--- src/rtl/vecop_pkg.sv ---
package vecop_pkg;
  parameter int REG_W    = 5;
  parameter int LEN_W    = 3;
  parameter int STRIDE_W = 2;
  localparam int INC_W   = STRIDE_W + 1;

  typedef enum logic [1:0] {
    KIND_SCALAR = 2'd0,
    KIND_MIXED  = 2'd1,
    KIND_VECTOR = 2'd2
  } vec_kind_e;
endpackage

--- src/rtl/vecop_classify.sv ---
module vecop_classify
  import vecop_pkg::*;
(
  input  logic [REG_W-1:0]    vd,
  input  logic [REG_W-1:0]    vn,
  input  logic [REG_W-1:0]    vm,
  input  logic                dp,
  input  logic [LEN_W-1:0]    len,
  input  logic [STRIDE_W-1:0] stride,
  input  logic                fpshvec,
  input  logic                d32,
  output logic                reject,
  output vec_kind_e           kind,
  output logic [INC_W-1:0]    inc,
  output logic [LEN_W-1:0]    count_m1
);
  localparam int SP_LOW = REG_W - 2;
  localparam int DP_LOW = REG_W - 3;

  logic [1:0] bank_d, bank_m;
  logic       hi_any;

  always_comb begin
    bank_d = dp ? vd[DP_LOW +: 2] : vd[SP_LOW +: 2];
    bank_m = dp ? vm[DP_LOW +: 2] : vm[SP_LOW +: 2];
    hi_any = vd[REG_W-1] | vn[REG_W-1] | vm[REG_W-1];

    reject = 1'b0;
    if (!fpshvec && ((len != '0) || (stride != '0))) reject = 1'b1;
    if (dp && !d32 && hi_any)                        reject = 1'b1;

    if ((len == '0) || (bank_d == 2'b00)) kind = KIND_SCALAR;
    else if (bank_m == 2'b00)             kind = KIND_MIXED;
    else                                  kind = KIND_VECTOR;

    count_m1 = (kind == KIND_SCALAR) ? '0 : len;

    if (dp) inc = INC_W'({1'b0, stride[STRIDE_W-1:1]}) + INC_W'(1);
    else    inc = INC_W'(stride) + INC_W'(1);
  end
endmodule

--- src/rtl/vecop_reg_step.sv ---
module vecop_reg_step
  import vecop_pkg::*;
(
  input  logic [REG_W-1:0] cur,
  input  logic             dp,
  input  logic             adv,
  input  logic [INC_W-1:0] inc,
  output logic [REG_W-1:0] nxt
);
  localparam int SP_LOW = REG_W - 2;
  localparam int DP_LOW = REG_W - 3;

  logic [SP_LOW-1:0] sp_low;
  logic [DP_LOW-1:0] dp_low;

  always_comb begin
    sp_low = cur[SP_LOW-1:0] + SP_LOW'(inc);
    dp_low = cur[DP_LOW-1:0] + DP_LOW'(inc);
    if (!adv)    nxt = cur;
    else if (dp) nxt = {cur[REG_W-1:DP_LOW], dp_low};
    else         nxt = {cur[REG_W-1:SP_LOW], sp_low};
  end
endmodule

--- src/rtl/vecop_ctrl.sv ---
module vecop_ctrl
  import vecop_pkg::*;
(
  input  logic             clk,
  input  logic             rst_n,
  input  logic             start,
  input  logic [REG_W-1:0] vd,
  input  logic [REG_W-1:0] vn,
  input  logic [REG_W-1:0] vm,
  input  logic             dp,
  input  logic             reads_vd,
  input  logic             reject,
  input  vec_kind_e        kind,
  input  logic [INC_W-1:0] inc,
  input  logic [LEN_W-1:0] count_m1,
  input  logic [REG_W-1:0] rd_step,
  input  logic [REG_W-1:0] rn_step,
  input  logic [REG_W-1:0] rm_step,
  input  logic             elem_ready,
  output logic             busy_q,
  output logic [REG_W-1:0] rd_q,
  output logic [REG_W-1:0] rn_q,
  output logic [REG_W-1:0] rm_q,
  output logic             rm_adv_q,
  output logic             dp_q,
  output logic [INC_W-1:0] inc_q,
  output logic             rdv_q,
  output logic             done_q,
  output logic             undef_q
);
  logic             accept, fire, last;
  logic             busy_d, done_d, undef_d, load, step;
  logic [LEN_W-1:0] left_q, left_d;

  always_comb begin
    accept  = start && !busy_q;
    fire    = busy_q && elem_ready;
    last    = (left_q == '0);
    load    = accept && !reject;
    step    = fire && !last;
    busy_d  = busy_q;
    left_d  = left_q;
    done_d  = 1'b0;
    undef_d = accept && reject;
    if (load) begin
      busy_d = 1'b1;
      left_d = count_m1;
    end else if (fire) begin
      if (last) begin
        busy_d = 1'b0;
        done_d = 1'b1;
      end else begin
        left_d = left_q - LEN_W'(1);
      end
    end
  end

  always_ff @(posedge clk or negedge rst_n) begin
    if (!rst_n) begin
      busy_q  <= 1'b0;
      left_q  <= '0;
      done_q  <= 1'b0;
      undef_q <= 1'b0;
    end else begin
      busy_q  <= busy_d;
      left_q  <= left_d;
      done_q  <= done_d;
      undef_q <= undef_d;
    end
  end

  always_ff @(posedge clk or negedge rst_n) begin
    if (!rst_n) begin
      rd_q     <= '0;
      rn_q     <= '0;
      rm_q     <= '0;
      rm_adv_q <= 1'b0;
      dp_q     <= 1'b0;
      inc_q    <= '0;
      rdv_q    <= 1'b0;
    end else if (load) begin
      rd_q     <= vd;
      rn_q     <= vn;
      rm_q     <= vm;
      rm_adv_q <= (kind == KIND_VECTOR);
      dp_q     <= dp;
      inc_q    <= inc;
      rdv_q    <= reads_vd;
    end else if (step) begin
      rd_q <= rd_step;
      rn_q <= rn_step;
      rm_q <= rm_step;
    end
  end
endmodule

--- src/rtl/vecop_issue_seq.sv ---
module vecop_issue_seq
  import vecop_pkg::*;
(
  input  logic                clk,
  input  logic                rst_n,
  input  logic                start,
  input  logic [REG_W-1:0]    vd,
  input  logic [REG_W-1:0]    vn,
  input  logic [REG_W-1:0]    vm,
  input  logic                dp,
  input  logic [LEN_W-1:0]    len,
  input  logic [STRIDE_W-1:0] stride,
  input  logic                fpshvec,
  input  logic                d32,
  input  logic                reads_vd,
  output logic                elem_valid,
  input  logic                elem_ready,
  output logic [REG_W-1:0]    rd,
  output logic [REG_W-1:0]    rn,
  output logic [REG_W-1:0]    rm,
  output logic                read_vd,
  output logic                undef,
  output logic                done
);
  localparam int NOPS = 3;

  logic             reject;
  vec_kind_e        kind;
  logic [INC_W-1:0] inc;
  logic [LEN_W-1:0] count_m1;
  logic             busy_q, rm_adv_q, dp_q, rdv_q, done_q, undef_q;
  logic [INC_W-1:0] inc_q;
  logic [REG_W-1:0] rd_q, rn_q, rm_q;
  logic [REG_W-1:0] cur_v [NOPS];
  logic [REG_W-1:0] nxt_v [NOPS];
  logic             adv_v [NOPS];

  vecop_classify u_cls (
    .vd(vd), .vn(vn), .vm(vm), .dp(dp), .len(len), .stride(stride),
    .fpshvec(fpshvec), .d32(d32), .reject(reject), .kind(kind),
    .inc(inc), .count_m1(count_m1)
  );

  vecop_ctrl u_ctrl (
    .clk(clk), .rst_n(rst_n), .start(start), .vd(vd), .vn(vn), .vm(vm),
    .dp(dp), .reads_vd(reads_vd), .reject(reject), .kind(kind), .inc(inc),
    .count_m1(count_m1), .rd_step(nxt_v[0]), .rn_step(nxt_v[1]),
    .rm_step(nxt_v[2]), .elem_ready(elem_ready), .busy_q(busy_q),
    .rd_q(rd_q), .rn_q(rn_q), .rm_q(rm_q), .rm_adv_q(rm_adv_q),
    .dp_q(dp_q), .inc_q(inc_q), .rdv_q(rdv_q), .done_q(done_q),
    .undef_q(undef_q)
  );

  always_comb begin
    cur_v[0] = rd_q;  adv_v[0] = 1'b1;
    cur_v[1] = rn_q;  adv_v[1] = 1'b1;
    cur_v[2] = rm_q;  adv_v[2] = rm_adv_q;
  end

  for (genvar g = 0; g < NOPS; g++) begin : g_step
    vecop_reg_step u_step (
      .cur(cur_v[g]), .dp(dp_q), .adv(adv_v[g]), .inc(inc_q), .nxt(nxt_v[g])
    );
  end

  assign elem_valid = busy_q;
  assign rd         = rd_q;
  assign rn         = rn_q;
  assign rm         = rm_q;
  assign read_vd    = busy_q && rdv_q;
  assign undef      = undef_q;
  assign done       = done_q;
endmodule


--- config.mk ---
export PLATFORM = sky130hd
export DESIGN_NAME = vecop_issue_seq
export DESIGN_NICKNAME = d
export VERILOG_FILES = /design/src/rtl/vecop_pkg.sv /design/src/rtl/vecop_classify.sv /design/src/rtl/vecop_reg_step.sv /design/src/rtl/vecop_ctrl.sv /design/src/rtl/vecop_issue_seq.sv
export SDC_FILE = /design/constraint.sdc
export NUM_CORES = 1
export LEC_CHECK = 0
export BUFFER_PORTS_ARGS = -buffer_cell sky130_fd_sc_hd__buf_2
export CAP_MARGIN = 20
export CORE_UTILIZATION = 45
export DETAILED_ROUTE_END_ITERATION = 10
export PLACE_DENSITY = 0.72
export SETUP_SLACK_MARGIN = 0.1
export SYNTH_ARGS = -nofsm -noshare
export SYNTH_HDL_FRONTEND = slang
export SYNTH_SLANG_ARGS = --single-unit
export TNS_END_PERCENT = 50
--- constraint.sdc ---
create_clock -name clk -period 2.5 [get_ports clk]
set_input_delay 0.25 -clock clk [delete_from_list [all_inputs] [get_ports clk]]
set_output_delay 0.25 -clock clk [all_outputs]
set_load 0.03 [all_outputs]
==> impl_metrics.sql, run 1 <==
INSERT INTO impl_metrics (metric_group, metric, value, unit) VALUES
('worst_setup_path', 'regToRegStartpoint', 'u_ctrl.inc_q[0]', ''),
('global_routing', 'initial_antenna_violation_count', '0', ''),
('sta', 'post-route-period-util', '0.7592', ''),
('floorplan', 'core_region_area', '0.003078', 'mm²'),
('sta', 'max-slew-margin-rel', '0.5342', ''),
('place', 'gp_congestion', '0.8130', ''),
('detailed_routing', 'drt-total-wl', '2975', 'µm'),
('floorplan', 'io_pins', '47', ''),
('finish', 'finalNetCount', '228', ''),
('yosys', 'synth_top_cell_area_share', '0.4557', ''),
('global_routing', 'pin_count_of_the_biggest_net_entering_global_routing', '28', ''),
('sta', 'final-max-slew-violation-count', '0', ''),
('detailed_routing', 'route.antenna.remaining_nets', '0', ''),
('worst_setup_path', 'critical_path_class', 'reg2reg', ''),
('yosys', 'netlist.top_cell.by_area', 'sky130_fd_sc_hd__dfrtp_1', ''),
('clock_tree', 'tritoncts_sinks', '27', ''),
('pwr', 'power.static_leakage', '0.9076', 'nW'),
('yosys', 'average_footprint_of_a_synthesized_cell', '10.52', 'µm²'),
('yosys', 'ys_dominant_reg_cell', 'sky130_fd_sc_hd__dfrtp_1', ''),
('floorplan', 'initial_utilization', '0.4817', ''),
('sta', 'skew', '0.007679', 'ns'),
('place', 'place.detailed.hpwl', '2318', 'µm'),
('finish', 'layout-drive-gt1-share', '0.3386', ''),
('floorplan', 'placementRows', '20', ''),
('worst_setup_path', 'crit_fanout', '4', ''),
('yosys', 'post_synth_inst_count', '141', ''),
('yosys', 'syn_area', '0.001483', 'mm²'),
('yosys', 'synth_top_cells_by_count', 'sky130_fd_sc_hd__dfrtp_1, sky130_fd_sc_hd__nand2_1, sky130_fd_sc_hd__inv_1', ''),
('detailed_routing', 'drt_first_iter_violations', '25', ''),
('detailed_routing', 'detailed_route_via_count', '1146', ''),
('yosys', 'asyncSetResetFlopFracSynth', '1.000', ''),
('yosys', 'ys_top_cells_by_area', 'sky130_fd_sc_hd__dfrtp_1, sky130_fd_sc_hd__mux2_4, sky130_fd_sc_hd__ha_1', ''),
('clock_tree', 'postCtsResizedCells', '0', ''),
('yosys', 'synthDistinctLibCells', '36', ''),
('worst_hold_path', 'hp-class', 'in2reg', ''),
('place', 'port_buffers', '46', ''),
('worst_setup_path', 'cp_data_arrival_time', '2.15', 'ns'),
('yosys', 'synth_enable_flop_cells', '0', ''),
('yosys', 'synth.net_count', '179', ''),
('pwr', 'worst_ir_drop_vdd', '0.6098', 'mV'),
('clock_tree', 'tritoncts', 'done', ''),
('sta', 'fmaxAchievable', '0.5269', 'GHz'),
('clock_tree', 'cell_at_the_root_of_the_clock_tree', 'sky130_fd_sc_hd__clkbuf_4', ''),
('floorplan', 'chipHeight', '59.40', 'µm'),
('sta', 'grt_setup_unrepaired', 'no', ''),
('detailed_routing', 'drt-wirelength-per-cell', '12.77', 'µm'),
('floorplan', 'design.die.area', '0.003528', 'mm²'),
('sta', 'setup_total_negative_slack', '0', 'ns'),
('pwr', 'power_per_cell_area', '1179', 'mW/mm²'),
('flow_run', 'cap_viol_max_count', '0', ''),
('yosys', 'yosys_warnings', '0', ''),
('worst_setup_path', 'cp_data_required_time', '2.75', 'ns'),
('clock_tree', 'h_tree_depth_reported_by_cts', '1', ''),
('sta', 'hold_slack', '0.1437', 'ns'),
('detailed_routing', 'avgViaCountPerCell', '4.918', ''),
('yosys', 'yosysMostFrequentCell', 'sky130_fd_sc_hd__dfrtp_1', ''),
('worst_hold_path', 'hold_path.startpoint', 'vn[3]', ''),
('floorplan', 'die-width', '59.40', 'µm'),
('worst_setup_path', 'worst_setup_path_end_kind', 'flop', ''),
('clock_tree', 'clock_insertion_delay_worst_skew', '0.32', 'ns'),
('global_routing', 'track_usage', '0.1844', ''),
('yosys', 'ff_latch_count_synth', '27', ''),
('clock_tree', 'clk_pin_slew_worst_paths', '0.15', 'ns'),
('sta', 'report.final.setup_viol', '0', ''),
('yosys', 'synth_sequential_area_ratio', '0.4557', ''),
('global_routing', 'globalRoute.totalOverflow', '0', ''),
('sta', 'worst-slew-pin-transition', '0.6987', 'ns'),
('sta', 'hold_viol', '0', ''),
('clock_tree', 'cts_buffer_depth', '2', ''),
('sta', 'period_minus_slack', '1.898', 'ns'),
('detailed_routing', 'count_of_unresolved_drc_violations_after_routing', '0', ''),
('global_routing', 'first_pass_grt_wire_length', '4830', 'µm'),
('finish', 'num_antenna_cells', '0', ''),
('global_routing', 'via_count_of_the_first_global_routing_pass', '1123', ''),
('status', 'outcome', 'finished, final reports clean', ''),
('detailed_routing', 'detail_route.first_pass.iterations', '4', ''),
('worst_setup_path', 'start_kind', 'flop', ''),
('worst_setup_path', 'crit_path_from', 'u_ctrl.inc_q[0]', ''),
('finish', 'area_growth_syn_to_layout', '21.27', '%'),
('clock_tree', 'cts_inserted_buffers', '3', '');
-- area by class of cell --
class / instances / area (µm²)
clock inverter: 1 / 5.005
multi-input combinational: 99 / 750.7
sequential: 27 / 675.6
timing repair buffer: 48 / 247.7
tap: 44 / 55.05
inverter: 11 / 41.29
fill: 310 / 1280
clock buffer: 3 / 22.52
-- through the flow --
stage | utilization | std cells | setup WS (ns) | instance area, µm² | power (W)
floorplan | - | 141 | 0.5780 | 1483 | 0.001626
global placement | 0.5720 | 228 | 0.5971 | 1760 | 0.001903
detailed placement | 0.5720 | 228 | 0.5221 | 1760 | 0.001956
CTS | 0.5841 | 233 | 0.5808 | 1798 | 0.002152
global route | 0.5841 | 233 | 0.4755 | 1798 | 0.002289
finish | 0.5841 | 233 | 0.6021 | 1798 | 0.002120
-- where the power goes --
group | switching, W | total (W) | internal [W] | leakage (nW)
Clock | 0.000127 | 0.000186 | 0.0000599 | 0.0177
Sequential | 0.000163 | 0.000806 | 0.000642 | 0.326
Combinational | 0.000675 | 0.00113 | 0.000453 | 0.564
-- registers in the layout, indices dropped and copies added, names as in the netlist --
signal,count
u_ctrl.rd_q,5
u_ctrl.rm_q,5
u_ctrl.rn_q,5
u_ctrl.inc_q,3
u_ctrl.left_q,3
u_ctrl.busy_q,1
u_ctrl.done_q,1
u_ctrl.dp_q,1
u_ctrl.rdv_q,1
u_ctrl.rm_adv_q,1
u_ctrl.undef_q,1
-- cells by family (layout without fill, tap and decap cells) --
kind of cell,after synthesis,after routing,share of synthesized area
adder cells (fa/ha/maj),10,10,0.09958
XOR/XNOR,6,6,0.03545
multiplexers,10,10,0.08945
buffers and inverters,15,63,0.04557
AND/OR/NAND/NOR,47,47,0.1595
AO/OA/AOI/OAI,26,26,0.1148
flip-flops,27,27,0.4557
-- critical path, stage by stage, from the launching register on --
cell                      delay (ns)
sky130_fd_sc_hd__dfrtp_1        0.46
sky130_fd_sc_hd__ha_1           0.22
sky130_fd_sc_hd__fa_1           0.37
sky130_fd_sc_hd__xor2_1         0.14
sky130_fd_sc_hd__nand2_1        0.08
sky130_fd_sc_hd__or4_1          0.40
sky130_fd_sc_hd__a31oi_1        0.17
-- per-layer routing --
metal / part of all wire / vias up / global-route usage
li1: - / 579 / -
met1: 0.49 / 543 / 0.2587
met2: 0.47 / 22 / 0.2921
met3: 0.035 / 2 / 0.01965
met4: 0.0064 / 0 / 0.07143
met5: 0 / - / 0
-- layout by cell type, fill, tap and decap left out, types with 6 or more instances in the layout --
| master | Yosys | routed |
|---|---|---|
| sky130_fd_sc_hd__nor2_1 | 8 | 8 |
| sky130_fd_sc_hd__inv_1 | 11 | 11 |
| sky130_fd_sc_hd__nand3_1 | 7 | 7 |
| sky130_fd_sc_hd__a21oi_1 | 6 | 6 |
| sky130_fd_sc_hd__nand2_1 | 16 | 16 |
| sky130_fd_sc_hd__buf_2 | 3 | 46 |
| sky130_fd_sc_hd__dfrtp_1 | 27 | 27 |
| sky130_fd_sc_hd__ha_1 | 7 | 7 |
| sky130_fd_sc_hd__o21ai_0 | 7 | 7 |
| sky130_fd_sc_hd__mux2_4 | 6 | 6 |
-- path summary, 6_finish.rpt --
check,end,slack (ns),depth (start not counted)
worst max register to register,u_ctrl.rm_q[2],0.60,6
max in group asynchronous,u_ctrl.inc_q[2],1.64,2
worst max-delay path,u_ctrl.rm_q[2],0.60,6
worst min-delay path,u_ctrl.rn_q[3],0.14,2
worst min register to register,u_ctrl.rd_q[3],0.53,1
min in group asynchronous,u_ctrl.rn_q[3],0.45,2
-- what timing repair did --
item	4_1_cts	5_1_grt
hold buffers	1	0
hold endpoints to repair	27	0
setup buffers	0	0
No activity file was read; power rests on OpenSTA's default activity.
==> run 2, diff against run 1 <==
==> constraint.sdc (replaced) <==
create_clock -name clk -period 1.87 [get_ports clk]
set_input_delay 0.187 -clock clk [delete_from_list [all_inputs] [get_ports clk]]
set_output_delay 0.187 -clock clk [all_outputs]
set_load 0.03 [all_outputs]
==> run 2 against run 1 <==
Against the previous run: via count increased by 6.3%; cell area grew 2.9%; worst setup slack lost 0.56 ns; maximum frequency increased by 4.0%; critical endpoint unchanged; power increased by 39%; final cell count rose by 0.43%; non-clock buffer count up 1.
==> impl_metrics.sql, run 2 (synthesis gave the netlist of run 1 again) <==
INSERT INTO impl_metrics (metric_group, metric, value, unit) VALUES
('flow_run', 'cap_viol_max_count', '0', ''),
('detailed_routing', 'drt-total-wl', '3225', 'µm'),
('finish', 'most_common_cell_after_layout_fill_and_taps_aside', 'sky130_fd_sc_hd__buf_2', ''),
('sta', 'skew', '0.003194', 'ns'),
('sta', 'setup_slack', '0.04573', 'ns'),
('global_routing', 'globalRoute.totalOverflow', '0', ''),
('clock_tree', 'h_tree_depth_reported_by_cts', '1', ''),
('clock_tree', 'cts_inserted_buffers', '3', ''),
('detailed_routing', 'count_of_unresolved_drc_violations_after_routing', '0', ''),
('clock_tree', 'cts_buffer_depth', '2', ''),
('sta', 'fmaxAchievable', '0.5482', 'GHz'),
('place', 'place.detailed.hpwl', '2416', 'µm'),
('worst_setup_path', 'start_kind', 'flop', ''),
('sta', 'report.final.setup_viol', '0', ''),
('floorplan', 'die-width', '59.40', 'µm'),
('finish', 'biggest_regs', 'u_ctrl.rd_q (5), u_ctrl.rm_q (5), u_ctrl.rn_q (5)', ''),
('worst_setup_path', 'cp_data_arrival_time', '2.09', 'ns'),
('floorplan', 'initial_utilization', '0.4817', ''),
('floorplan', 'placementRows', '20', ''),
('pwr', 'power_per_cell_area', '1592', 'mW/mm²'),
('floorplan', 'design.die.area', '0.003528', 'mm²'),
('detailed_routing', 'detailed_route_via_count', '1218', ''),
('detailed_routing', 'detail_route.first_pass.iterations', '4', ''),
('worst_setup_path', 'worstPathBufferInverterCount', '0', ''),
('global_routing', 'initial_antenna_violation_count', '0', ''),
('clock_tree', 'cell_at_the_root_of_the_clock_tree', 'sky130_fd_sc_hd__clkbuf_4', ''),
('finish', 'postLayoutCellArea', '0.001849', 'mm²'),
('status', 'outcome', 'finished, final reports clean', ''),
('global_routing', 'via_count_of_the_first_global_routing_pass', '1183', ''),
('place', 'gp_congestion', '0.8498', ''),
('pwr', 'power.share.combinational', '0.533', ''),
('floorplan', 'chipHeight', '59.40', 'µm'),
('finish', 'final_cell_mix', 'sky130_fd_sc_hd__buf_2, sky130_fd_sc_hd__dfrtp_1, sky130_fd_sc_hd__nand2_1', ''),
('pwr', 'power.static_leakage', '0.9145', 'nW'),
('worst_hold_path', 'hp-class', 'in2reg', ''),
('sta', 'final-max-slew-violation-count', '0', ''),
('finish', 'layout-drive-gt1-share', '0.3789', ''),
('place', 'port_buffers', '46', ''),
('worst_setup_path', 'crit_fanout', '4', ''),
('global_routing', 'track_usage', '0.2072', ''),
('pwr', 'sequentialPowerShare', '0.377', ''),
('detailed_routing', 'avgViaCountPerCell', '5.205', ''),
('place', 'placed_cell_area', '0.001795', 'mm²'),
('worst_setup_path', 'cp_data_required_time', '2.13', 'ns'),
('sta', 'grt_setup_unrepaired', 'yes', ''),
('clock_tree', 'tritoncts_sinks', '27', ''),
('global_routing', 'pin_count_of_the_biggest_net_entering_global_routing', '28', ''),
('sta', 'hold_viol', '0', ''),
('worst_setup_path', 'worstPathCellList', 'ha_4, fa_2, xor2_1, nand2_1, or4_1, a31oi_1', ''),
('detailed_routing', 'drt_first_iter_violations', '48', ''),
('worst_setup_path', 'critical-path-top-delay-family', 'adder cells', ''),
('place', 'dp_slack', '0.01570', 'ns'),
('clock_tree', 'tritoncts', 'done', ''),
('worst_setup_path', 'timing.critical_path.slowest_cell_delay', '0.48', 'ns'),
('finish', 'finalNetCount', '229', ''),
('sta', 'worst-slew-pin-transition', '0.6049', 'ns'),
('finish', 'num_antenna_cells', '0', ''),
('clock_tree', 'clock_insertion_delay_worst_skew', '0.33', 'ns'),
('floorplan', 'core_region_area', '0.003078', 'mm²'),
('pwr', 'swShare', '0.4610', ''),
('detailed_routing', 'drt-wirelength-per-cell', '13.78', 'µm'),
('worst_setup_path', 'critical_path_class', 'reg2reg', ''),
('pwr', 'cellInternalPower', '0.001587', 'W'),
('sta', 'period_minus_slack', '1.824', 'ns'),
('pwr', 'worst_ir_drop_vdd', '0.6583', 'mV'),
('sta', 'max-slew-margin-rel', '0.5967', ''),
('global_routing', 'first_pass_grt_wire_length', '5430', 'µm'),
('finish', 'area_growth_syn_to_layout', '24.73', '%'),
('floorplan', 'io_pins', '47', ''),
('pwr', 'p_clk_frac', '0.089', ''),
('worst_setup_path', 'crit_slowest_cell', 'sky130_fd_sc_hd__dfrtp_2', ''),
('detailed_routing', 'route.antenna.remaining_nets', '0', ''),
('worst_setup_path', 'worst_setup_path_end_kind', 'flop', ''),
('sta', 'post-route-period-util', '0.9755', ''),
('pwr', 'report.power.total', '0.002943', 'W'),
('pwr', 'total_switching_power', '0.001357', 'W'),
('clock_tree', 'clk_pin_slew_worst_paths', '0.15', 'ns');
==> run 2: final timing paths <==
path                            cells after the start       startpoint  slack (ns)              to
worst min-delay path                                2         reads_vd        0.08    u_ctrl.rdv_q
max in group asynchronous                           2            rst_n        1.07  u_ctrl.rd_q[0]
worst max register to register                      6  u_ctrl.inc_q[0]        0.05  u_ctrl.rm_q[2]
min in group asynchronous                           2            rst_n        0.38  u_ctrl.rn_q[4]
worst min register to register                      1     u_ctrl.rdv_q        0.52    u_ctrl.rdv_q
worst max-delay path                                6  u_ctrl.inc_q[0]        0.05  u_ctrl.rm_q[2]
==> run 2: routing by layer <==
metal	up-vias	routed length, µm	GRT usage
met2	28	1540	0.3194
met3	6	110	0.02838
li1	585	-	-
met5	-	0	0
met4	0	42	0.09184
met1	599	1531	0.2895
==> run 2: power groups by stage <==
| stage | clock, W | sequential [W] | combinational (W) |
|---|---|---|---|
| CTS | 0.000267 | 0.00111 | 0.00158 |
| global route | 0.000292 | 0.00115 | 0.00174 |
| floorplan | 0 | 0.00143 | 0.000763 |
| finish | 0.000263 | 0.00111 | 0.00157 |
| global placement | 0 | 0.00110 | 0.00150 |
| detailed placement | 0 | 0.00112 | 0.00155 |
==> run 2: cell type report <==
cell class | count | area [µm²]
Clock buffer | 3 | 22.52
Tap cell | 44 | 55.05
Inverter | 11 | 41.29
Timing Repair Buffer | 49 | 267.8
Clock inverter | 1 | 5.005
Fill cell | 283 | 1229
Multi-Input combinational cell | 99 | 778.2
Sequential cell | 27 | 679.4
==> run 2: what timing repair did <==
item / CTS / global route
setup buffers: 0 / 0
endpoints found under the hold margin: 27 / 0
resized for setup: 3 / 1
endpoints found under the setup margin: 3 / 3
cloned: 0 / 0
hold buffers: 1 / 0
==> run 2: through the flow <==
stage	hold slack [ns]	util	cells	setup TNS, ns
6_report	0.07530	0.6008	234	0
5_1_grt	0.06327	0.6008	234	-0.02661
4_1_cts	0.07461	0.5988	234	0
3_5_place_dp	0.2340	0.5833	229	0
3_3_place_gp	0.2272	0.5833	229	0
2_1_floorplan	-0.1086	-	141	0
==> run 3, diff against run 2 <==
--- a/config.mk
+++ b/config.mk
@@ -7,9 +7,11 @@
 export LEC_CHECK = 0
 export BUFFER_PORTS_ARGS = -buffer_cell sky130_fd_sc_hd__buf_2
 export CAP_MARGIN = 20
-export CORE_UTILIZATION = 45
+export CELL_PAD_IN_SITES_DETAIL_PLACEMENT = 1
+export CELL_PAD_IN_SITES_GLOBAL_PLACEMENT = 1
+export CORE_UTILIZATION = 38
 export DETAILED_ROUTE_END_ITERATION = 10
-export PLACE_DENSITY = 0.72
+export PLACE_DENSITY_LB_ADDON = 0.1
 export SETUP_SLACK_MARGIN = 0.1
 export SYNTH_ARGS = -nofsm -noshare
 export SYNTH_HDL_FRONTEND = slang
==> run 3 against run 2 <==
Against the previous run: sequential power about the same; worst setup slack better by 0.024 ns; flip-flop and latch count unchanged; global-route usage is 0.99 points lower; sequential share of layout area decreased by 0.83 points; wire length is 12% higher; largest power group unchanged; power up 4.2%; final cell count is 3.0% higher; die area is 18% higher; critical endpoint unchanged.
==> impl_metrics.sql, run 3 (synthesis gave the netlist of run 1 again) <==
INSERT INTO impl_metrics (metric_group, metric, value, unit) VALUES
('status', 'outcome', 'finished, final reports clean', ''),
('detailed_routing', 'count_of_unresolved_drc_violations_after_routing', '0', ''),
('worst_setup_path', 'timing.critical_path.slowest_cell_delay', '0.46', 'ns'),
('worst_setup_path', 'cp.depth', '6', ''),
('worst_setup_path', 'worstPathBufferInverterCount', '0', ''),
('finish', 'most_common_cell_after_layout_fill_and_taps_aside', 'sky130_fd_sc_hd__buf_2', ''),
('clock_tree', 'cts_buffer_depth', '2', ''),
('clock_tree', 'cell_at_the_root_of_the_clock_tree', 'sky130_fd_sc_hd__clkbuf_8', ''),
('clock_tree', 'tritoncts_sinks', '27', ''),
('detailed_routing', 'avgViaCountPerCell', '5.046', ''),
('pwr', 'report.power.total', '0.003066', 'W'),
('finish', 'num-fill-cells', '443', ''),
('worst_hold_path', 'min_delay_path_depth', '2', ''),
('worst_setup_path', 'crit_slowest_cell', 'sky130_fd_sc_hd__dfrtp_2', ''),
('detailed_routing', 'route.antenna.remaining_nets', '0', ''),
('finish', 'layout-drive-gt1-share', '0.3886', ''),
('pwr', 'cellInternalPower', '0.001678', 'W'),
('floorplan', 'design.die.area', '0.004156', 'mm²'),
('place', 'dp_slack', '0.01523', 'ns'),
('worst_setup_path', 'critical_path_class', 'reg2reg', ''),
('pwr', 'power.share.combinational', '0.522', ''),
('sta', 'fmaxAchievable', '0.5554', 'GHz'),
('finish', 'finalNetCount', '232', ''),
('sta', 'max-slew-margin-rel', '0.5833', ''),
('worst_setup_path', 'r2r_setup_slack', '0.07', 'ns'),
('sta', 'setup_slack', '0.06935', 'ns'),
('worst_setup_path', 'critical-path-top-delay-family', 'adder cells', ''),
('detailed_routing', 'drt-wirelength-per-cell', '15.02', 'µm'),
('place', 'place.detailed.hpwl', '2796', 'µm'),
('detailed_routing', 'drt-total-wl', '3619', 'µm'),
('pwr', 'worst_ir_drop_vdd', '0.6288', 'mV'),
('worst_setup_path', 'regToRegStartpoint', 'u_ctrl.inc_q[0]', ''),
('clock_tree', 'cts_inserted_buffers', '3', ''),
('sta', 'grt_setup_unrepaired', 'yes', ''),
('worst_setup_path', 'cp_data_arrival_time', '2.00', 'ns'),
('global_routing', 'globalRoute.totalOverflow', '0', ''),
('floorplan', 'placementRows', '22', ''),
('place', 'gp_congestion', '0.7897', ''),
('worst_setup_path', 'reg2regPathDepth', '6', ''),
('floorplan', 'core_region_area', '0.003689', 'mm²'),
('worst_hold_path', 'hold_path.startpoint', 'vn[3]', ''),
('global_routing', 'track_usage', '0.1972', ''),
('sta', 'skew', '0.008265', 'ns'),
('finish', 'area_growth_syn_to_layout', '27.85', '%'),
('floorplan', 'initial_utilization', '0.4020', ''),
('global_routing', 'pin_count_of_the_biggest_net_entering_global_routing', '28', ''),
('sta', 'setup_total_negative_slack', '0', 'ns'),
('sta', 'report.final.setup_viol', '0', ''),
('clock_tree', 'h_tree_depth_reported_by_cts', '1', ''),
('sta', 'final-max-slew-violation-count', '0', ''),
('finish', 'num_antenna_cells', '0', ''),
('global_routing', 'via_count_of_the_first_global_routing_pass', '1261', ''),
('floorplan', 'io_pins', '47', ''),
('clock_tree', 'clk_pin_slew_worst_paths', '0.10', 'ns'),
('worst_setup_path', 'crit_fanout', '4', ''),
('worst_setup_path', 'start_kind', 'flop', ''),
('finish', 'ff_latch_area', '680.7', 'µm²'),
('pwr', 'sequentialPowerShare', '0.365', ''),
('finish', 'final_cell_mix', 'sky130_fd_sc_hd__buf_2, sky130_fd_sc_hd__dfrtp_1, sky130_fd_sc_hd__nand2_1', ''),
('finish', 'final_util', '0.5139', ''),
('worst_setup_path', 'cp_data_required_time', '2.07', 'ns'),
('sta', 'hold_slack', '0.1414', 'ns'),
('worst_setup_path', 'worst_setup_path_end_kind', 'flop', ''),
('detailed_routing', 'detailed_route_via_count', '1216', ''),
('finish', 'multi_input_comb_area', '778.2', 'µm²'),
('worst_setup_path', 'worstReg2RegEnd', 'u_ctrl.rm_q[2]', ''),
('sta', 'post-route-period-util', '0.9629', ''),
('place', 'port_buffers', '46', ''),
('clock_tree', 'clock_insertion_delay_worst_skew', '0.28', 'ns'),
('worst_setup_path', 'worstPathCellList', 'ha_4, fa_2, xor2_1, nand2_1, or4_1, a31oi_1', ''),
('clock_tree', 'tritoncts', 'done', ''),
('sta', 'period_minus_slack', '1.801', 'ns'),
('sta', 'hold_viol', '0', ''),
('pwr', 'total_switching_power', '0.001388', 'W'),
('finish', 'biggest_regs', 'u_ctrl.rd_q (5), u_ctrl.rm_q (5), u_ctrl.rn_q (5)', ''),
('global_routing', 'first_pass_grt_wire_length', '6141', 'µm'),
('floorplan', 'chipHeight', '64.47', 'µm'),
('pwr', 'power.static_leakage', '0.9311', 'nW'),
('pwr', 'power_per_cell_area', '1618', 'mW/mm²'),
('detailed_routing', 'detail_route.first_pass.iterations', '4', ''),
('pwr', 'swShare', '0.4528', ''),
('sta', 'worst-slew-pin-transition', '0.6250', 'ns'),
('detailed_routing', 'drt_first_iter_violations', '48', ''),
('global_routing', 'initial_antenna_violation_count', '0', ''),
('pwr', 'p_clk_frac', '0.113', ''),
('worst_hold_path', 'hp-class', 'in2reg', ''),
('flow_run', 'cap_viol_max_count', '0', ''),
('floorplan', 'die-width', '64.47', 'µm'),
('worst_hold_path', 'hold-path-endpoint', 'u_ctrl.rn_q[3]', '');
==> run 3: cell types whose count changed in the layout (fill, tap and decap cells not counted), sizes merged <==
cell / previous run / this run
buf: 48 / 51
clkbuf: 3 / 4
clkinv: 1 / 0
==> run 3: power groups by stage <==
stage,Sequential [W],Combinational [W],Clock [W]
floorplan,0.00143,0.000763,0
global placement,0.00110,0.00152,0
detailed placement,0.00113,0.00159,0
CTS,0.00112,0.00160,0.000357
global route,0.00116,0.00176,0.000380
finish,0.00112,0.00160,0.000347
==> run 3: area by class of cell <==
cell class                 instances  share of cell area
sequential                        27              0.3591
tap                               48             0.03168
multi-input combinational         99              0.4106
timing repair buffer              52              0.1531
inverter                          11             0.02178
clock buffer                       4             0.02376
==> run 3: through the flow <==
stage                     instances  area, µm²
after global placement          236       1823
after global routing            241       1896
final                           241       1896
after floorplan                 141       1498
after CTS                       241       1882
after detailed placement        236       1823
==> run 3: worst max-delay path by stage <==
stage | from | endpoint | slack (ns)
2_1_floorplan | u_ctrl.rm_q[0] | u_ctrl.rm_q[2] | 0.07
3_3_place_gp | u_ctrl.inc_q[0] | u_ctrl.rm_q[2] | 0.09
3_5_place_dp | u_ctrl.inc_q[0] | u_ctrl.rm_q[2] | 0.02
4_1_cts | u_ctrl.inc_q[0] | u_ctrl.rm_q[2] | 0.06
5_1_grt | u_ctrl.inc_q[0] | u_ctrl.rm_q[2] | -0.009
6_report | u_ctrl.inc_q[0] | u_ctrl.rm_q[2] | 0.07
==> run 3: per-layer routing <==
metal / up-vias / global-route usage / share of wire
met3: 6 / 0.02993 / 0.030
met4: 0 / 0.08611 / 0.020
met1: 595 / 0.2773 / 0.47
met2: 27 / 0.3000 / 0.48
li1: 588 / - / -
met5: - / 0 / 0
==> run 3: timing repair <==
item / in CTS / in global routing
resized for setup: 2 / 3
endpoints found under the setup margin: 3 / 3
hold endpoints to repair: 27 / 0
hold buffers: 1 / 0
buffers inserted: 0 / 0
